<file path="src/rtl/winptr_pkg.sv">
package winptr_pkg;
  localparam int PTR_W  = 5;
  localparam int MASK_W = 32;
  typedef logic [PTR_W-1:0]  wptr_t;
  typedef logic [MASK_W-1:0] wmask_t;
  typedef enum logic [1:0] {MV_NONE, MV_SAVE, MV_RESTORE} move_e;
endpackage

</file>
<file path="src/rtl/wp_rst_sync.sv">
module wp_rst_sync (
  input  logic clk,
  input  logic rst_n_in,
  output logic rst_n_out
);
  logic stage_q;

  always_ff @(posedge clk or negedge rst_n_in) begin
    if (!rst_n_in) begin
      stage_q   <= 1'b0;
      rst_n_out <= 1'b0;
    end else begin
      stage_q   <= 1'b1;
      rst_n_out <= stage_q;
    end
  end
endmodule

</file>
<file path="src/rtl/wp_neighbor.sv">
module wp_neighbor
  import winptr_pkg::*;
#(
  parameter int NWIN = 8
) (
  input  wptr_t cur,
  output wptr_t below,
  output wptr_t above
);
  localparam wptr_t TOP = wptr_t'(NWIN - 1);

  always_comb begin
    below = (cur == '0)  ? TOP : cur - wptr_t'(1);
    above = (cur == TOP) ? '0  : cur + wptr_t'(1);
  end
endmodule

</file>
<file path="src/rtl/wp_mask_lookup.sv">
module wp_mask_lookup
  import winptr_pkg::*;
#(
  parameter int NWIN = 8
) (
  input  wmask_t mask_raw,
  input  wptr_t  idx,
  output logic   blocked
);
  wmask_t eff;

  for (genvar i = 0; i < MASK_W; i++) begin : g_bit
    if (i < NWIN) begin : g_live
      assign eff[i] = mask_raw[i];
    end else begin : g_dead
      assign eff[i] = 1'b0;
    end
  end

  assign blocked = eff[idx];
endmodule

</file>
<file path="src/rtl/win_ptr_ctrl.sv">
module win_ptr_ctrl
  import winptr_pkg::*;
#(
  parameter int NWIN = 8
) (
  input  logic        clk,
  input  logic        rst_n,
  input  logic        save_req,
  input  logic        restore_req,
  input  logic        ptr_wr_en,
  input  logic [4:0]  ptr_wr_data,
  input  logic        mask_wr_en,
  input  logic [31:0] mask_wr_data,
  output logic [4:0]  cur_ptr,
  output logic        ovf_trap,
  output logic        unf_trap
);
  localparam logic [PTR_W:0] NWIN_L = (PTR_W+1)'(NWIN);

  logic   rst_n_s;
  wptr_t  ptr_q, ptr_d, win_below, win_above, target;
  wmask_t mask_q, mask_d;
  logic   ovf_q, ovf_d, unf_q, unf_d;
  logic   ptr_ld, wr_ok, any_wr, target_blocked;
  move_e  move;

  wp_rst_sync u_rst (.clk(clk), .rst_n_in(rst_n), .rst_n_out(rst_n_s));

  wp_neighbor #(.NWIN(NWIN)) u_nb (
    .cur(ptr_q), .below(win_below), .above(win_above)
  );

  wp_mask_lookup #(.NWIN(NWIN)) u_lk (
    .mask_raw(mask_q), .idx(target), .blocked(target_blocked)
  );

  // next-state logic
  always_comb begin
    any_wr = ptr_wr_en | mask_wr_en;
    wr_ok  = ptr_wr_en && ({1'b0, ptr_wr_data} < NWIN_L);
    if (any_wr)           move = MV_NONE;
    else if (save_req)    move = MV_SAVE;
    else if (restore_req) move = MV_RESTORE;
    else                  move = MV_NONE;
    target = (move == MV_SAVE) ? win_below : win_above;

    ptr_d  = ptr_q;
    mask_d = mask_q;
    ovf_d  = 1'b0;
    unf_d  = 1'b0;
    ptr_ld = 1'b0;
    if (wr_ok) begin
      ptr_d  = ptr_wr_data;
      ptr_ld = 1'b1;
    end
    if (mask_wr_en) mask_d = mask_wr_data;
    case (move)
      MV_SAVE: begin
        if (target_blocked) ovf_d = 1'b1;
        else begin ptr_d = target; ptr_ld = 1'b1; end
      end
      MV_RESTORE: begin
        if (target_blocked) unf_d = 1'b1;
        else begin ptr_d = target; ptr_ld = 1'b1; end
      end
      default: ;
    endcase
  end

  // registers
  always_ff @(posedge clk or negedge rst_n_s) begin
    if (!rst_n_s) begin
      ptr_q  <= '0;
      mask_q <= '0;
      ovf_q  <= 1'b0;
      unf_q  <= 1'b0;
    end else begin
      if (ptr_ld)     ptr_q  <= ptr_d;
      if (mask_wr_en) mask_q <= mask_d;
      ovf_q <= ovf_d;
      unf_q <= unf_d;
    end
  end

  assign cur_ptr  = ptr_q;
  assign ovf_trap = ovf_q;
  assign unf_trap = unf_q;


  ptr_range_chk: assert property (@(posedge clk) disable iff (!rst_n_s)
    {1'b0, cur_ptr} < NWIN_L);


  trap_excl_chk: assert property (@(posedge clk) disable iff (!rst_n_s)
    $onehot0({ovf_trap, unf_trap}));


  ovf_hold_chk: assert property (@(posedge clk) disable iff (!rst_n_s)
    (save_req && !ptr_wr_en && !mask_wr_en) |=> (ovf_trap || cur_ptr != $past(cur_ptr)));


  trap_ptr_stable_chk: assert property (@(posedge clk) disable iff (!rst_n_s)
    (save_req || restore_req) && !ptr_wr_en && !mask_wr_en |=>
      ((ovf_trap || unf_trap) -> $stable(cur_ptr)));


  ptr_write_chk: assert property (@(posedge clk) disable iff (!rst_n_s)
    (ptr_wr_en && ({1'b0, ptr_wr_data} < NWIN_L)) |=> cur_ptr == $past(ptr_wr_data));


  write_wins_chk: assert property (@(posedge clk) disable iff (!rst_n_s)
    (ptr_wr_en || mask_wr_en) |=> (!ovf_trap && !unf_trap));


  save_first_chk: assert property (@(posedge clk) disable iff (!rst_n_s)
    (save_req && restore_req && !ptr_wr_en && !mask_wr_en) |=> !unf_trap);
endmodule

</file>
<file path="config.mk">
export PLATFORM = sky130hd
export DESIGN_NAME = win_ptr_ctrl
export DESIGN_NICKNAME = d
export VERILOG_FILES = /design/src/rtl/winptr_pkg.sv /design/src/rtl/wp_rst_sync.sv /design/src/rtl/wp_neighbor.sv /design/src/rtl/wp_mask_lookup.sv /design/src/rtl/win_ptr_ctrl.sv
export SDC_FILE = /design/constraint.sdc
export NUM_CORES = 1
export LEC_CHECK = 0
export CORE_ASPECT_RATIO = 1.25
export CORE_UTILIZATION = 50
export DETAILED_ROUTE_END_ITERATION = 10
export DONT_BUFFER_PORTS = 1
export PLACE_DENSITY = 0.78
export SYNTH_ARGS = -nofsm -noshare
export SYNTH_HDL_FRONTEND = slang
export SYNTH_HIERARCHICAL = 1
export SYNTH_SLANG_ARGS = --single-unit
</file>
<file path="constraint.sdc">
create_clock -name clk -period 1.2 [get_ports clk]
set_clock_uncertainty 0.05 [all_clocks]
set_input_delay 0.06 -clock clk [delete_from_list [all_inputs] [get_ports clk]]
set_output_delay 0.06 -clock clk [all_outputs]
set_load 0.05 [all_outputs]
</file>
# == After elaboration in Yosys (flattened, before gate mapping) ==
# Index checks and enable logic that the tools add are counted.
# totals
ff_bits,17
word_cells,34
inputBits,43
out_inout_bits,7
# classes
eq_ne,3
mux,17
n_reduce_logical,3
add_sub_neg,2
n_lt_le_gt_ge,2
bitwise,1
# op_table
op,n
2-to-1 mux 5 bit,6
2-to-1 mux 1 bit,7
"< comparator 5 x 6 -> 1 bit, second input constant",1
2-to-1 mux 2 bit,3
"adder 5 x 1 -> 5 bit, second input constant",1
binary-select mux 1 bit (select 5 bit),1
"== test 5 x 3 -> 1 bit, second input constant",1
logical NOT 5 bit,1
"< comparator 5 x 4 -> 1 bit, second input constant",1
"subtractor 5 x 1 -> 5 bit, second input constant",1
"== test 2 x 1 -> 1 bit, second input constant",1
"== test 2 bit, second input constant",1
OR reduction 2 bit,1
logical AND 1 bit,1
bitwise OR 1 bit,1

# == Logic depth before layout (Yosys ltp) ==
# depth
ltp_word,9
mapped_depth,12
depth_no_buf,12

# == Cells and area by module ==
# The synthesis kept the hierarchy.
# modules_own_cells
module,seq_area_each_um2,instances,area_per_inst_um2,cells_per_inst
win_ptr_ctrl,975.9,1,1601.5,111
wp_neighbor,0.0,1,161.4,23
wp_mask_lookup,0.0,1,75.1,8
wp_rst_sync,50.0,1,53.8,3

# == Least setup slack after synthesis ==
# No wires, ideal clock.
# synth_timing
kind,register to register
startpoint,register ptr_q[0] (netlist: cur_ptr[0])
endpoint,register ptr_q[3] (netlist: cur_ptr[3])
synth_period_minus_slack_ns,2.707
required_time_ns,1.031
setup_ns,0.119
t_arrival_ns,2.538
path_buffers,0
path_stages_with_launch,12
slack_ns,-1.507
cell_sequence,dfrtp_1 inv_1 ha_1 nand2b_1 o31ai_1 mux2_2 mux4_1 nor2_1 a311oi_1 or2_1 nand3_1 nand2_1
# synth_via
elab_chain_cells,7
elab_cells_between_ends,13
classes_between,2 x add/sub; 1 x eq/ne; 9 x mux; 1 x reduce/logical
# synth_lines
element,line,source
from (decl),win_ptr_ctrl.sv:21,"wptr_t ptr_q, ptr_d, win_below, win_above, target;"
from (signal assigned),win_ptr_ctrl.sv:78,if (ptr_ld) ptr_q <= ptr_d;
subtractor 5 x 1 -> 5 bit / logical NOT 5 bit (equally long branches),wp_neighbor.sv:13,below = (cur == '0) ? TOP : cur - wptr_t'(1);
2-to-1 mux 5 bit *,wp_neighbor.sv:13,
via win_below[0],win_ptr_ctrl.sv:21,
2-to-1 mux 5 bit *,win_ptr_ctrl.sv:45,target = (move == MV_SAVE) ? win_below : win_above;
via target[0],win_ptr_ctrl.sv:21,
binary-select mux 1 bit (select 5 bit) *,wp_mask_lookup.sv:20,assign blocked = eff[idx];
2-to-1 mux 1 bit (not written as such) *,wp_mask_lookup.sv:20,
via target_blocked,win_ptr_ctrl.sv:24,"logic ptr_ld, wr_ok, any_wr, target_blocked;"
2-to-1 mux 5 bit / 2-to-1 mux 1 bit (equally long branches),"win_ptr_ctrl.sv:59, win_ptr_ctrl.sv:63",
2-to-1 mux 5 bit / 2-to-1 mux 1 bit (equally long branches),-,
# Mark *: on every way through the listed nets, which the timed path passes. The rest lies on a longest branch. The select of a mux whose other input is x is not followed.
# A chain may end at the register's enable or synchronous reset.

# == Worst setup path in the final report ==
# layout_timing
startpoint,register ptr_q[1] (netlist: cur_ptr[1])
endpoint,register ptr_q[1] (netlist: cur_ptr[1])
# Same word-level chain as after synthesis.

==> results.cfg <==
[worst_setup_path]
r2r-end = cur_ptr[1]
timing.reg2reg.worst_path_depth = 11
r2r_start = cur_ptr[1]
crit_required_ns = 1.32
end_kind = flop
startpoint_type = flop
rrSetupSlack_ns = -1.29
crit_type = reg -> reg
arrival_ns = 2.61
critPathMaxFanout = 5

[timing]
setup_violations = 8
hold_violations = 0
worst_slew_pin_slew_ns = 0.913
maxClockFrequency_mhz = 402
slew_headroom = 0.390
min_period_over_period = 2.07
setup_ws_ns = -1.29
report.final.slew_viol_count = 0
rsz0062_at_grt = yes
period_minus_slack_ns = 2.49
fin_tns_setup_ns = -8.65

[routing]
drc = 0
drt-initial-drc-count = 6
vias = 876
first_pass_iters = 4
viasPerCell = 5.62
drt-total-wl_um = 2620
wl_per_cell_um = 16.8
ant_nets = 0

[clock_network]
clockBufferDepth = 2
cts_made_buffers = 3
cts_sinks = 17
ctsHtreeMaxLevel = 1
clk_latency_ns = 0.28
clk_pin_slew_ns = 0.09
cts_tree = built
cts_root_buf = clkbuf_4

[yosys]
postSynthNetCount = 143
netlist_instances = 96
syn_avg_cell_area_um2 = 10.5
yosys_warnings = 6
synthesis.area_um2 = 1010

[placed_design]
dpl_worst_slack_ns = -1.33
gp_congestion = 0.872
portBuffers = 0
dp_hpwl_um = 1730

[die]
initial_core_util = 0.552
die_h_um = 52.2
core_area_um2 = 1830
die_x_um = 42.2
io_pins = 50
die-area_um2 = 2200
std_cell_rows = 17

[hold_path]
min-delay-start = ptr_wr_data[3]
holdPathEnd = cur_ptr[3]
hp-class = in -> reg
hold_depth = 3

[grt]
grt_max_degree = 10
grt_pass1_wl_um = 3630
track_usage = 0.227
antenna_found_initial = 0
grt_overflow = 0
grt_pass1_vias = 896

[cells_and_area]
fillCellCount = 96
layout.nets = 185
drive_gt1_frac = 0.569
area_growth_syn_to_layout_pct = 53.7
diodes = 0

[power]
power_density_nw_per_um2 = 2490
leakage_uw = 0.000698
ir_drop_mv = 1.59

[flow_run]
drv_cap = 0

[status]
violations = negative setup slack
status = finished with violations
## what timing repair did
| action | in CTS | in global routing |
|---|---|---|
| hold buffers | 14 | 0 |
| pin swaps | 13 | 7 |
| gates resized for setup | 15 | 25 |
| setup endpoints to repair | 8 | 9 |
| hold endpoints to repair | 13 | 0 |
| buffers inserted | 4 | 6 |
## per-stage QoR
stage	area (um^2)	hold slack, ns	util	instances	power (uW)
6_report	1550	0.0348	0.848	156	3860
5_1_grt	1550	0.0364	0.848	156	4070
4_1_cts	1390	0.00773	0.760	150	3270
3_5_place_dp	1140	-0.286	0.622	128	2640
3_3_place_gp	1140	-0.286	0.622	128	2540
2_1_floorplan	1030	-0.286	-	96	2050
## final cells by class
class	instances	area, um^2	share of cell area
Clock buffer	4	26.3	0.0169
Timing Repair Buffer	41	369	0.238
Tap cell	19	23.8	0.0153
Sequential cell	17	430	0.277
Inverter	7	26.3	0.0169
Multi-Input combinational cell	68	676	0.435
## per-layer routing
metal	vias to the layer above	wire, um	global-route usage
met5	-	0	0
met4	0	93	0.177
met3	9	77	0.0241
met2	27	1500	0.441
met1	434	949	0.210
li1	406	-	-
## worst max-delay path: stages, from the launching register on
cell and delay, ns:
dfrtp_2 0.46, buf_6 0.13, nor3_4 0.16, mux2_4 0.32, mux2_4 0.30, nor2_4 0.12
o31ai_2 0.07, a311oi_2 0.32, nor2_1 0.07, buf_4 0.17, a21oi_2 0.13, a21oi_2 0.07
## power breakdown
group          switching (uW)  total, uW  internal [uW]
Combinational            1290       2680           1380
Clock                     162        291            129
Sequential                204        897            693
## how the worst max path moves through the flow
| stage | depth (start not counted) | from | slack [ns] | to |
|---|---|---|---|---|
| floorplan | 11 | cur_ptr[1] | -1.27 | cur_ptr[3] |
| global route | 14 | cur_ptr[0] | -1.37 | cur_ptr[1] |
| CTS | 11 | cur_ptr[0] | -1.22 | cur_ptr[2] |
| finish | 11 | cur_ptr[1] | -1.29 | cur_ptr[1] |
| detailed placement | 11 | cur_ptr[1] | -1.33 | cur_ptr[0] |
| global placement | 11 | cur_ptr[1] | -1.19 | cur_ptr[0] |
## sequential cells by signal, indices dropped and copies added (netlist names)
register         cells
mask_q               8
unf_trap             1
u_rst/stage_q        1
u_rst/rst_n_out      1
cur_ptr              5
ovf_trap             1
## layout by cell type (no fill, tap or decap), drive strengths merged, types with 7 or more instances in the layout
master / n
mux2: 16
nor2: 10
inv: 7
dlygate4sd3: 14
a21oi: 8
buf: 27
dfrtp: 17
nand2: 7
No activity file was read; power rests on OpenSTA's default activity.
